$ cat config.mk
export PLATFORM = sky130hd
export DESIGN_NAME = wiper_stepper
export DESIGN_NICKNAME = d
export VERILOG_FILES = /design/src/rtl/wiper_stepper.sv
export SDC_FILE = /design/constraint.sdc
export NUM_CORES = 1
export LEC_CHECK = 0
export ABC_CLOCK_PERIOD_IN_PS = 3100
export CORE_MARGIN = 2
export CORE_UTILIZATION = 53
export CTS_CLUSTER_SIZE = 14
export DETAILED_ROUTE_END_ITERATION = 10
export GPL_TIMING_DRIVEN = 0
export PLACE_DENSITY = 0.7
export SLEW_MARGIN = 20
export SYNTH_ARGS = -nofsm -noshare
export SYNTH_HDL_FRONTEND = slang
export SYNTH_SLANG_ARGS = --single-unit
$ cat constraint.sdc
create_clock -name clk -period 3.1 [get_ports clk]
set_input_delay 0.775 -clock clk [delete_from_list [all_inputs] [get_ports clk]]
set_output_delay 0.775 -clock clk [all_outputs]
set_load 0.02 [all_outputs]
$ cat src/rtl/wiper_stepper.sv
module wiper_stepper #(
  parameter int STEP_W     = 5,
  parameter int CS_SETUP   = 10,
  parameter int DIR_SETUP  = 290,
  parameter int INC_LOW    = 100,
  parameter int INC_HIGH   = 100,
  parameter int INC_PERIOD = 400,
  parameter int INC_TO_CS  = 100,
  parameter int DESELECT   = 2000000
) (
  input  logic              clk,
  input  logic              rst_n,
  input  logic              cmd_valid,
  output logic              cmd_ready,
  input  logic [STEP_W-1:0] cmd_steps,
  input  logic              cmd_up,
  input  logic              cmd_store,
  output logic              pot_cs_n,
  output logic              pot_inc_n,
  output logic              pot_up,
  output logic              done
);

  localparam int HIGH_T = (INC_HIGH > INC_PERIOD - INC_LOW) ? INC_HIGH : INC_PERIOD - INC_LOW;
  localparam int SEL_T  = (CS_SETUP > DIR_SETUP) ? CS_SETUP : DIR_SETUP;
  localparam int M1     = (SEL_T > HIGH_T) ? SEL_T : HIGH_T;
  localparam int M2     = (INC_LOW > INC_TO_CS) ? INC_LOW : INC_TO_CS;
  localparam int M3     = (M1 > M2) ? M1 : M2;
  localparam int MAXT   = (M3 > DESELECT) ? M3 : DESELECT;
  localparam int TW     = $clog2(MAXT + 1);

  typedef enum logic [2:0] {S_IDLE, S_PRE, S_SEL, S_LOW, S_HIGH, S_TAIL, S_REC} st_t;

  st_t               st;
  logic [TW-1:0]     tmr;
  logic [STEP_W-1:0] left;
  logic              keep;
  logic              cs_q, inc_q, up_q, done_q;

  wire expire = (tmr == '0);

  assign cmd_ready = (st == S_IDLE);
  assign pot_cs_n  = cs_q;
  assign pot_inc_n = inc_q;
  assign pot_up    = up_q;
  assign done      = done_q;

  always_ff @(posedge clk) begin
    if (!rst_n) begin
      st     <= S_IDLE;
      tmr    <= '0;
      left   <= '0;
      keep   <= 1'b0;
      cs_q   <= 1'b1;
      inc_q  <= 1'b1;
      up_q   <= 1'b1;
      done_q <= 1'b0;
    end else begin
      done_q <= 1'b0;
      if (!expire) tmr <= tmr - 1'b1;
      case (st)
        S_IDLE: begin
          cs_q  <= 1'b1;
          inc_q <= 1'b1;
          if (cmd_valid) begin
            left <= cmd_steps;
            keep <= cmd_store;
            up_q <= cmd_up;
            if (cmd_steps == '0 && !cmd_store) begin
              st    <= S_PRE;
              inc_q <= 1'b0;
              tmr   <= '0;
            end else begin
              st   <= S_SEL;
              cs_q <= 1'b0;
              tmr  <= TW'(SEL_T - 1);
            end
          end
        end
        S_PRE: if (expire) begin
          st   <= S_SEL;
          cs_q <= 1'b0;
          tmr  <= TW'(SEL_T - 1);
        end
        S_SEL: if (expire) begin
          if (left == '0) begin
            st  <= S_TAIL;
            tmr <= TW'(INC_TO_CS - 1);
          end else begin
            st    <= S_LOW;
            inc_q <= 1'b0;
            tmr   <= TW'(INC_LOW - 1);
          end
        end
        S_LOW: if (expire) begin
          left <= left - 1'b1;
          if (left == STEP_W'(1) && !keep) begin
            st  <= S_TAIL;
            tmr <= TW'(INC_TO_CS - 1);
          end else begin
            st    <= S_HIGH;
            inc_q <= 1'b1;
            tmr   <= TW'(HIGH_T - 1);
          end
        end
        S_HIGH: if (expire) begin
          if (left == '0) begin
            st  <= S_TAIL;
            tmr <= TW'(INC_TO_CS - 1);
          end else begin
            st    <= S_LOW;
            inc_q <= 1'b0;
            tmr   <= TW'(INC_LOW - 1);
          end
        end
        S_TAIL: if (expire) begin
          st   <= S_REC;
          cs_q <= 1'b1;
          tmr  <= TW'(DESELECT - 1);
        end
        S_REC: begin
          inc_q <= 1'b1;
          if (expire) begin
            st     <= S_IDLE;
            done_q <= 1'b1;
          end
        end
        default: st <= S_IDLE;
      endcase
    end
  end

  AST_IDLE_LEVELS: assert property (@(posedge clk) disable iff (!rst_n)
    cmd_ready |-> (pot_cs_n && pot_inc_n));

  AST_BUSY_AFTER_TAKE: assert property (@(posedge clk) disable iff (!rst_n)
    (cmd_valid && cmd_ready) |=> !cmd_ready);

  AST_CS_BEFORE_STROBE: assert property (@(posedge clk) disable iff (!rst_n)
    ($fell(pot_inc_n) && !pot_cs_n) |-> !$past(pot_cs_n));

  AST_DIR_STEADY: assert property (@(posedge clk) disable iff (!rst_n)
    (!pot_cs_n && !$past(pot_cs_n)) |-> $stable(pot_up));

  AST_STROBE_QUIET_AT_DESEL: assert property (@(posedge clk) disable iff (!rst_n)
    $rose(pot_cs_n) |-> $stable(pot_inc_n));

  AST_DONE_AT_READY: assert property (@(posedge clk) disable iff (!rst_n)
    done |-> (cmd_ready && pot_cs_n));

  AST_DONE_SINGLE: assert property (@(posedge clk) disable iff (!rst_n)
    done |=> !done);

endmodule

-- Yosys cells after proc, flatten, opt, wreduce, memory -nomap -nowiden
Cells that the tools add are included.
- bits of input ports: 10
- bits in registers: 34
- add/sub/neg operators: 2
- reductions and logical operators: 18
- multiplexer cells: 35
- eq/ne operators: 15
- operators with widths (kind ; number):
    $mux W21 ; 6
    $pmux W21 S5 ; 1
    $logic_not A21 Y1 ; 1
    $mux W3 ; 7
    $sub A21 B1 Y21 const B ; 1
    $mux W9 ; 2
    $pmux W3 S6 ; 1
    $ne A2 B2 Y1 const B ; 7
    $mux W1 ; 12
    $logic_not A5 Y1 ; 2
    $mux W5 ; 2
    $pmux W5 S2 ; 1
    $eq A3 B3 Y1 const B ; 3
    $eq A3 B2 Y1 const B ; 2
    $reduce_and A3 Y1 ; 2
    $reduce_and A6 Y1 ; 1
    $eq A5 B1 Y1 const B ; 1
    $reduce_and A5 Y1 ; 1
    $sub A5 B1 Y5 const B ; 1
    $pmux W1 S4 ; 1
    $reduce_and A2 Y1 ; 2
    $reduce_bool A4 Y1 ; 1
    $eq A3 B1 Y1 const B ; 1
    $logic_not A3 Y1 ; 1
    other kinds (8) ; 10

-- Longest topological paths before layout
- depth after elaboration: 5
- depth in mapped cells: 13
- gate-level depth less buffers: 10

-- Least setup slack after synthesis
No wires, ideal clock.
- kind: register to register
- start point: register tmr[8]
- end point: register tmr[0]
- cell stages (with the launch flop): 11
- arrival time: 2.502 ns
- path slack: 0.471 ns
- required time: 2.972 ns
- path through: dfxtp_1 -> or4_4 -> or4_1 -> buf_6 -> nor2_8 -> inv_2 -> buf_6 -> buf_6 -> ha_1 -> a311oi_1 -> nor2_1
- longest elaborated chain between the ends: 4
- elaborated cells between the ends (all ways): 8
- those cells by class: mux (7); reduce/logical (1)
- ends and longest elaborated chain (what ; RTL line ; source):
    start: declaration ; 35 ; logic [TW-1:0] tmr;
    start signal: assignment ; 60 ; if (!expire) tmr <= tmr - 1'b1;
    start signal: assignment ; 76 ; tmr <= TW'(SEL_T - 1);
    start signal: assignment ; 83 ; tmr <= TW'(SEL_T - 1);
    $logic_not A21 Y1 (*) ; 40 ; wire expire = (tmr == '0);
    $mux W21 ; 60 ;
    $mux W21, on equally long branches ; n/a ;
    $pmux W21 S5 (*) ; 61 ; case (st)
Mark *: on every way between the ends. The rest lies on a longest branch, timed or not.
A chain may end at the register's enable or synchronous reset.

-- Worst setup path after layout
- start point: register st[2]
- end point: output port cmd_ready
- longest elaborated chain between the ends: 1
- ends and longest elaborated chain (what ; RTL line ; source):
    start: declaration ; 34 ; st_t st;
    start signal: assignment ; 50 ; st <= S_IDLE;
    start signal: assignment ; 70 ; st <= S_PRE;
    start signal: assignment ; 74 ; st <= S_SEL;
    $logic_not A3 Y1 ; 42 ; assign cmd_ready = (st == S_IDLE);
    end: declaration ; 14 ; output logic cmd_ready,
Every way passes these cells.

==> impl_metrics.xml <==
<?xml version="1.0" encoding="UTF-8"?>
<metrics>
  <group name="final_layout">
    <metric name="post_route_cells_drive_above_1_share" unit="">0.0833</metric>
    <metric name="insertedDiodeCount" unit="">0</metric>
    <metric name="fillCellCount" unit="">382</metric>
    <metric name="flow.area_growth_from_synthesis" unit="%">13.3</metric>
    <metric name="finish.instance_area" unit="um^2">2450</metric>
    <metric name="fin_nets" unit="">303</metric>
  </group>
  <group name="floorplan">
    <metric name="core-area" unit="um^2">3970</metric>
    <metric name="floorplan.die.width" unit="um">67.9</metric>
    <metric name="number_of_primary_i_o_pins" unit="">15</metric>
    <metric name="rows" unit="">23</metric>
    <metric name="start_util" unit="">0.545</metric>
    <metric name="die_area" unit="um^2">4610</metric>
    <metric name="die_h" unit="um">67.9</metric>
  </group>
  <group name="placement">
    <metric name="post-place-ws" unit="ps">-63.8</metric>
    <metric name="hpwlAfterDp" unit="um">4150</metric>
    <metric name="placedInstanceArea" unit="um^2">2370</metric>
    <metric name="gpl.final_weighted_congestion" unit="">0.923</metric>
    <metric name="io_buffers" unit="">14</metric>
  </group>
  <group name="synthesis">
    <metric name="ys_warn_count" unit="">0</metric>
    <metric name="synth_adder_area_share" unit="">0.0289</metric>
    <metric name="synth-edff-count" unit="">0</metric>
    <metric name="synth_cell_type_count" unit="">58</metric>
    <metric name="post_synth_inst_count" unit="">267</metric>
    <metric name="synth.net_count" unit="">282</metric>
    <metric name="synth_mux_area_frac" unit="">0.0139</metric>
    <metric name="asyncSetResetFlopFracSynth" unit="">0</metric>
    <metric name="synthSimpleGateAreaFrac" unit="">0.263</metric>
    <metric name="combinational_family_with_the_most_area_after_synthesis" unit="">compound AO/OA/AOI/OAI gates</metric>
    <metric name="seq_area_frac_synth" unit="">0.314</metric>
    <metric name="synth-seq-cells" unit="">34</metric>
    <metric name="synth_top_flop_cell" unit="">sky130_fd_sc_hd__dfxtp_1</metric>
    <metric name="synthXorXnorAreaFrac" unit="">0.0566</metric>
    <metric name="synthesis.area" unit="um^2">2170</metric>
    <metric name="synth-compound-area-share" unit="">0.272</metric>
    <metric name="post_synth.cell_area_avg" unit="um^2">8.11</metric>
  </group>
  <group name="timing">
    <metric name="fin_worst_hold_slack" unit="ps">465</metric>
    <metric name="timing.final.setup_violations" unit="">0</metric>
    <metric name="fmax" unit="MHz">334</metric>
    <metric name="grt_setup_unrepaired" unit="">no</metric>
    <metric name="timing_hold_violations_final" unit="">0</metric>
    <metric name="report.final.slew_viol_count" unit="">0</metric>
    <metric name="finalWorstPathRequiredPeriod" unit="ps">2990</metric>
    <metric name="relSlewSlack" unit="">0.345</metric>
    <metric name="finalClockSkew" unit="ps">8.61</metric>
    <metric name="tightest_slew" unit="ps">976</metric>
    <metric name="final.period_utilization" unit="">0.965</metric>
    <metric name="setup_ws" unit="ps">108</metric>
  </group>
  <group name="worst_setup_path">
    <metric name="cpMaxStageDelayCell" unit="">sky130_fd_sc_hd__clkdlybuf4s50_1</metric>
    <metric name="worstPathArrival" unit="ps">2220</metric>
    <metric name="maximum_fanout_count_along_the_critical_path" unit="">10</metric>
    <metric name="timing.setup.critical_path_class" unit="">flop to output port</metric>
    <metric name="cell_chain_critical_path" unit="">clkbuf_1 -&gt; buf_1 -&gt; nor2_1 -&gt; clkdlybuf4s50_1</metric>
    <metric name="critical_path_cell_count" unit="">4</metric>
    <metric name="crit_required" unit="ps">2320</metric>
    <metric name="critical_path.startpoint_type" unit="">flop</metric>
    <metric name="worst_setup_path_end_kind" unit="">output port</metric>
    <metric name="cpPeakStageDelay" unit="ps">560</metric>
    <metric name="ff2ff_path_depth" unit="">12</metric>
    <metric name="cp.buffers_inverters" unit="">3</metric>
    <metric name="cp_top_family" unit="">buffers and inverters</metric>
  </group>
  <group name="clock_network">
    <metric name="cts_made_buffers" unit="">5</metric>
    <metric name="cts_max_path_buffers" unit="">2</metric>
    <metric name="clkSlewWorstSetupHoldPaths" unit="ps">60</metric>
    <metric name="post_cts_hold_buffer_count" unit="">0</metric>
    <metric name="cts_setup_buffers" unit="">0</metric>
    <metric name="cts_num_sinks" unit="">34</metric>
    <metric name="tritoncts_clock_tree" unit="">yes</metric>
    <metric name="htree_levels" unit="">2</metric>
    <metric name="post_cts_resize_count" unit="">0</metric>
    <metric name="worstSkewPairLatency" unit="ps">290</metric>
    <metric name="cts_root_buffer" unit="">sky130_fd_sc_hd__clkbuf_8</metric>
  </group>
  <group name="grt">
    <metric name="grt_start_max_net_pins" unit="">11</metric>
    <metric name="grt_antenna_before_repair" unit="">0</metric>
    <metric name="groute.usage.overall" unit="">0.275</metric>
    <metric name="grt_pass1_vias" unit="">1940</metric>
    <metric name="grt_first_pass_wirelength" unit="um">9600</metric>
    <metric name="grt.overflow.total" unit="">0</metric>
  </group>
  <group name="route">
    <metric name="dr.first_iter.drc_count" unit="">333</metric>
    <metric name="via_per_inst" unit="">6.49</metric>
    <metric name="route.vias.total" unit="">2192</metric>
    <metric name="detail_route.wl_per_cell" unit="um">17.1</metric>
    <metric name="detail-route-antenna-nets" unit="">0</metric>
    <metric name="drtPass1Iterations" unit="">5</metric>
    <metric name="drt_drc_violations_left" unit="">0</metric>
    <metric name="routed_wl" unit="um">5780</metric>
  </group>
  <group name="flow_run">
    <metric name="drv_cap" unit="">0</metric>
  </group>
  <group name="status">
    <metric name="run_status" unit="">finished, final reports clean</metric>
  </group>
  <group name="worst_hold_path">
    <metric name="hold-path-cell-count" unit="">2</metric>
    <metric name="worst_min_delay_path_class" unit="">flop to flop</metric>
  </group>
</metrics>
## worst paths after layout
path	slack, ps	endpoint	from
worst max-delay path	110	cmd_ready	st[2]$_SDFFE_PN0P_
worst min register to register	470	pot_up$_SDFFE_PN1P_	pot_up$_SDFFE_PN1P_
worst min-delay path	470	pot_up$_SDFFE_PN1P_	pot_up$_SDFFE_PN1P_
worst max register to register	230	tmr[0]$_SDFF_PN0_	tmr[1]$_SDFF_PN0_
## state kept, by name, summed over array words and instances (netlist names)
name and count:
tmr 21, st 3, left 5, pot_inc_n 1, pot_up 1, done 1, pot_cs_n 1, keep 1
## cells by family after synthesis
kind of cell,after synthesis
muxes,3
xor gates and xnor gates,14
buffers and inverters,24
DFF,34
adders and majority gates,5
and+or+nand+nor,105
AOI/OAI and AO/OA,82
## worst register-to-register path: stages (launching register included)
cell and delay [ps]:
sky130_fd_sc_hd__dfxtp_1 350, sky130_fd_sc_hd__inv_1 110, sky130_fd_sc_hd__ha_1 150, sky130_fd_sc_hd__or3b_2 490
sky130_fd_sc_hd__or4_1 430, sky130_fd_sc_hd__buf_6 170, sky130_fd_sc_hd__nor2_8 150, sky130_fd_sc_hd__inv_2 60
sky130_fd_sc_hd__buf_6 140, sky130_fd_sc_hd__buf_6 150, sky130_fd_sc_hd__ha_1 270, sky130_fd_sc_hd__a311oi_1 220
sky130_fd_sc_hd__nor2_1 60
## routing by layer
layer / track usage / vias to the layer above / share of wire
met2: 0.397 / 100 / 0.43
met1: 0.411 / 1039 / 0.49
met4: 0.0825 / 0 / 0.012
li1: - / 1048 / -
met3: 0.0543 / 5 / 0.072
met5: 0 / - / 0
## Yosys cell counts, types with 3 or more instances
library cell               count  share of area
sky130_fd_sc_hd__nand2_1      24          0.042
sky130_fd_sc_hd__xnor2_1       4          0.016
sky130_fd_sc_hd__nor3_1       12          0.028
sky130_fd_sc_hd__mux2i_1       3          0.014
sky130_fd_sc_hd__a21oi_1      15          0.035
sky130_fd_sc_hd__clkbuf_1     11          0.019
sky130_fd_sc_hd__nor4_1        9          0.026
sky130_fd_sc_hd__a311oi_1      3          0.012
sky130_fd_sc_hd__a31oi_1       7          0.020
sky130_fd_sc_hd__inv_1         7          0.012
sky130_fd_sc_hd__o211ai_1      6          0.021
sky130_fd_sc_hd__ha_1          5          0.029
sky130_fd_sc_hd__buf_6         3          0.016
sky130_fd_sc_hd__nand2b_1      3         0.0087
sky130_fd_sc_hd__a21o_1        4          0.014
sky130_fd_sc_hd__nor2b_1       3         0.0087
sky130_fd_sc_hd__o21ai_0      16          0.037
sky130_fd_sc_hd__o31ai_1       4          0.014
sky130_fd_sc_hd__xor2_1       10          0.040
sky130_fd_sc_hd__or3_1         3         0.0087
sky130_fd_sc_hd__nor2_1       25          0.043
sky130_fd_sc_hd__dfxtp_1      34           0.31
sky130_fd_sc_hd__or4_1         4          0.014
sky130_fd_sc_hd__nand3_1       4         0.0092
sky130_fd_sc_hd__or2_2         4          0.012
## cells in the final DEF, fill, tap and decap left out, types with 4 or more instances in the layout
cell,synthesis,routed
sky130_fd_sc_hd__nand2_1,24,24
sky130_fd_sc_hd__nor2_1,25,25
sky130_fd_sc_hd__clkdlybuf4s50_1,0,14
sky130_fd_sc_hd__a21oi_1,15,15
sky130_fd_sc_hd__or2_2,4,4
sky130_fd_sc_hd__nor4_1,9,8
sky130_fd_sc_hd__a21o_1,4,4
sky130_fd_sc_hd__nor3_1,12,12
sky130_fd_sc_hd__clkbuf_8,0,5
sky130_fd_sc_hd__xnor2_1,4,4
sky130_fd_sc_hd__o31ai_1,4,4
sky130_fd_sc_hd__dfxtp_1,34,34
sky130_fd_sc_hd__a31oi_1,7,7
sky130_fd_sc_hd__o21ai_0,16,16
sky130_fd_sc_hd__o211ai_1,6,6
sky130_fd_sc_hd__ha_1,5,5
sky130_fd_sc_hd__clkbuf_1,11,11
sky130_fd_sc_hd__inv_1,7,7
sky130_fd_sc_hd__nand3_1,4,4
sky130_fd_sc_hd__xor2_1,10,10
sky130_fd_sc_hd__or4_1,4,4
## stage by stage
step | instances | util | TNS [ps]
4_1_cts | 338 | 0.616 | 0
2_1_floorplan | 267 | - | 0
6_report | 338 | 0.618 | 0
5_1_grt | 338 | 0.618 | 0
3_5_place_dp | 331 | 0.596 | -63.8
3_3_place_gp | 331 | 0.596 | -123
## final cells by class
cell class                      count  area [um^2]  area share
Multi-Input combinational cell    209         1380       0.562
Tap cell                           50         62.6      0.0255
Buffer                             16         82.6      0.0337
Clock inverter                      2         10.0     0.00408
Clock buffer                        5         68.8      0.0280
Timing Repair Buffer               14          140      0.0571
Inverter                            8         30.0      0.0122
Sequential cell                    34          681       0.277
Power is not shown: default switching activity piles up to over one toggle a cycle in this logic, so the estimate is an artifact.
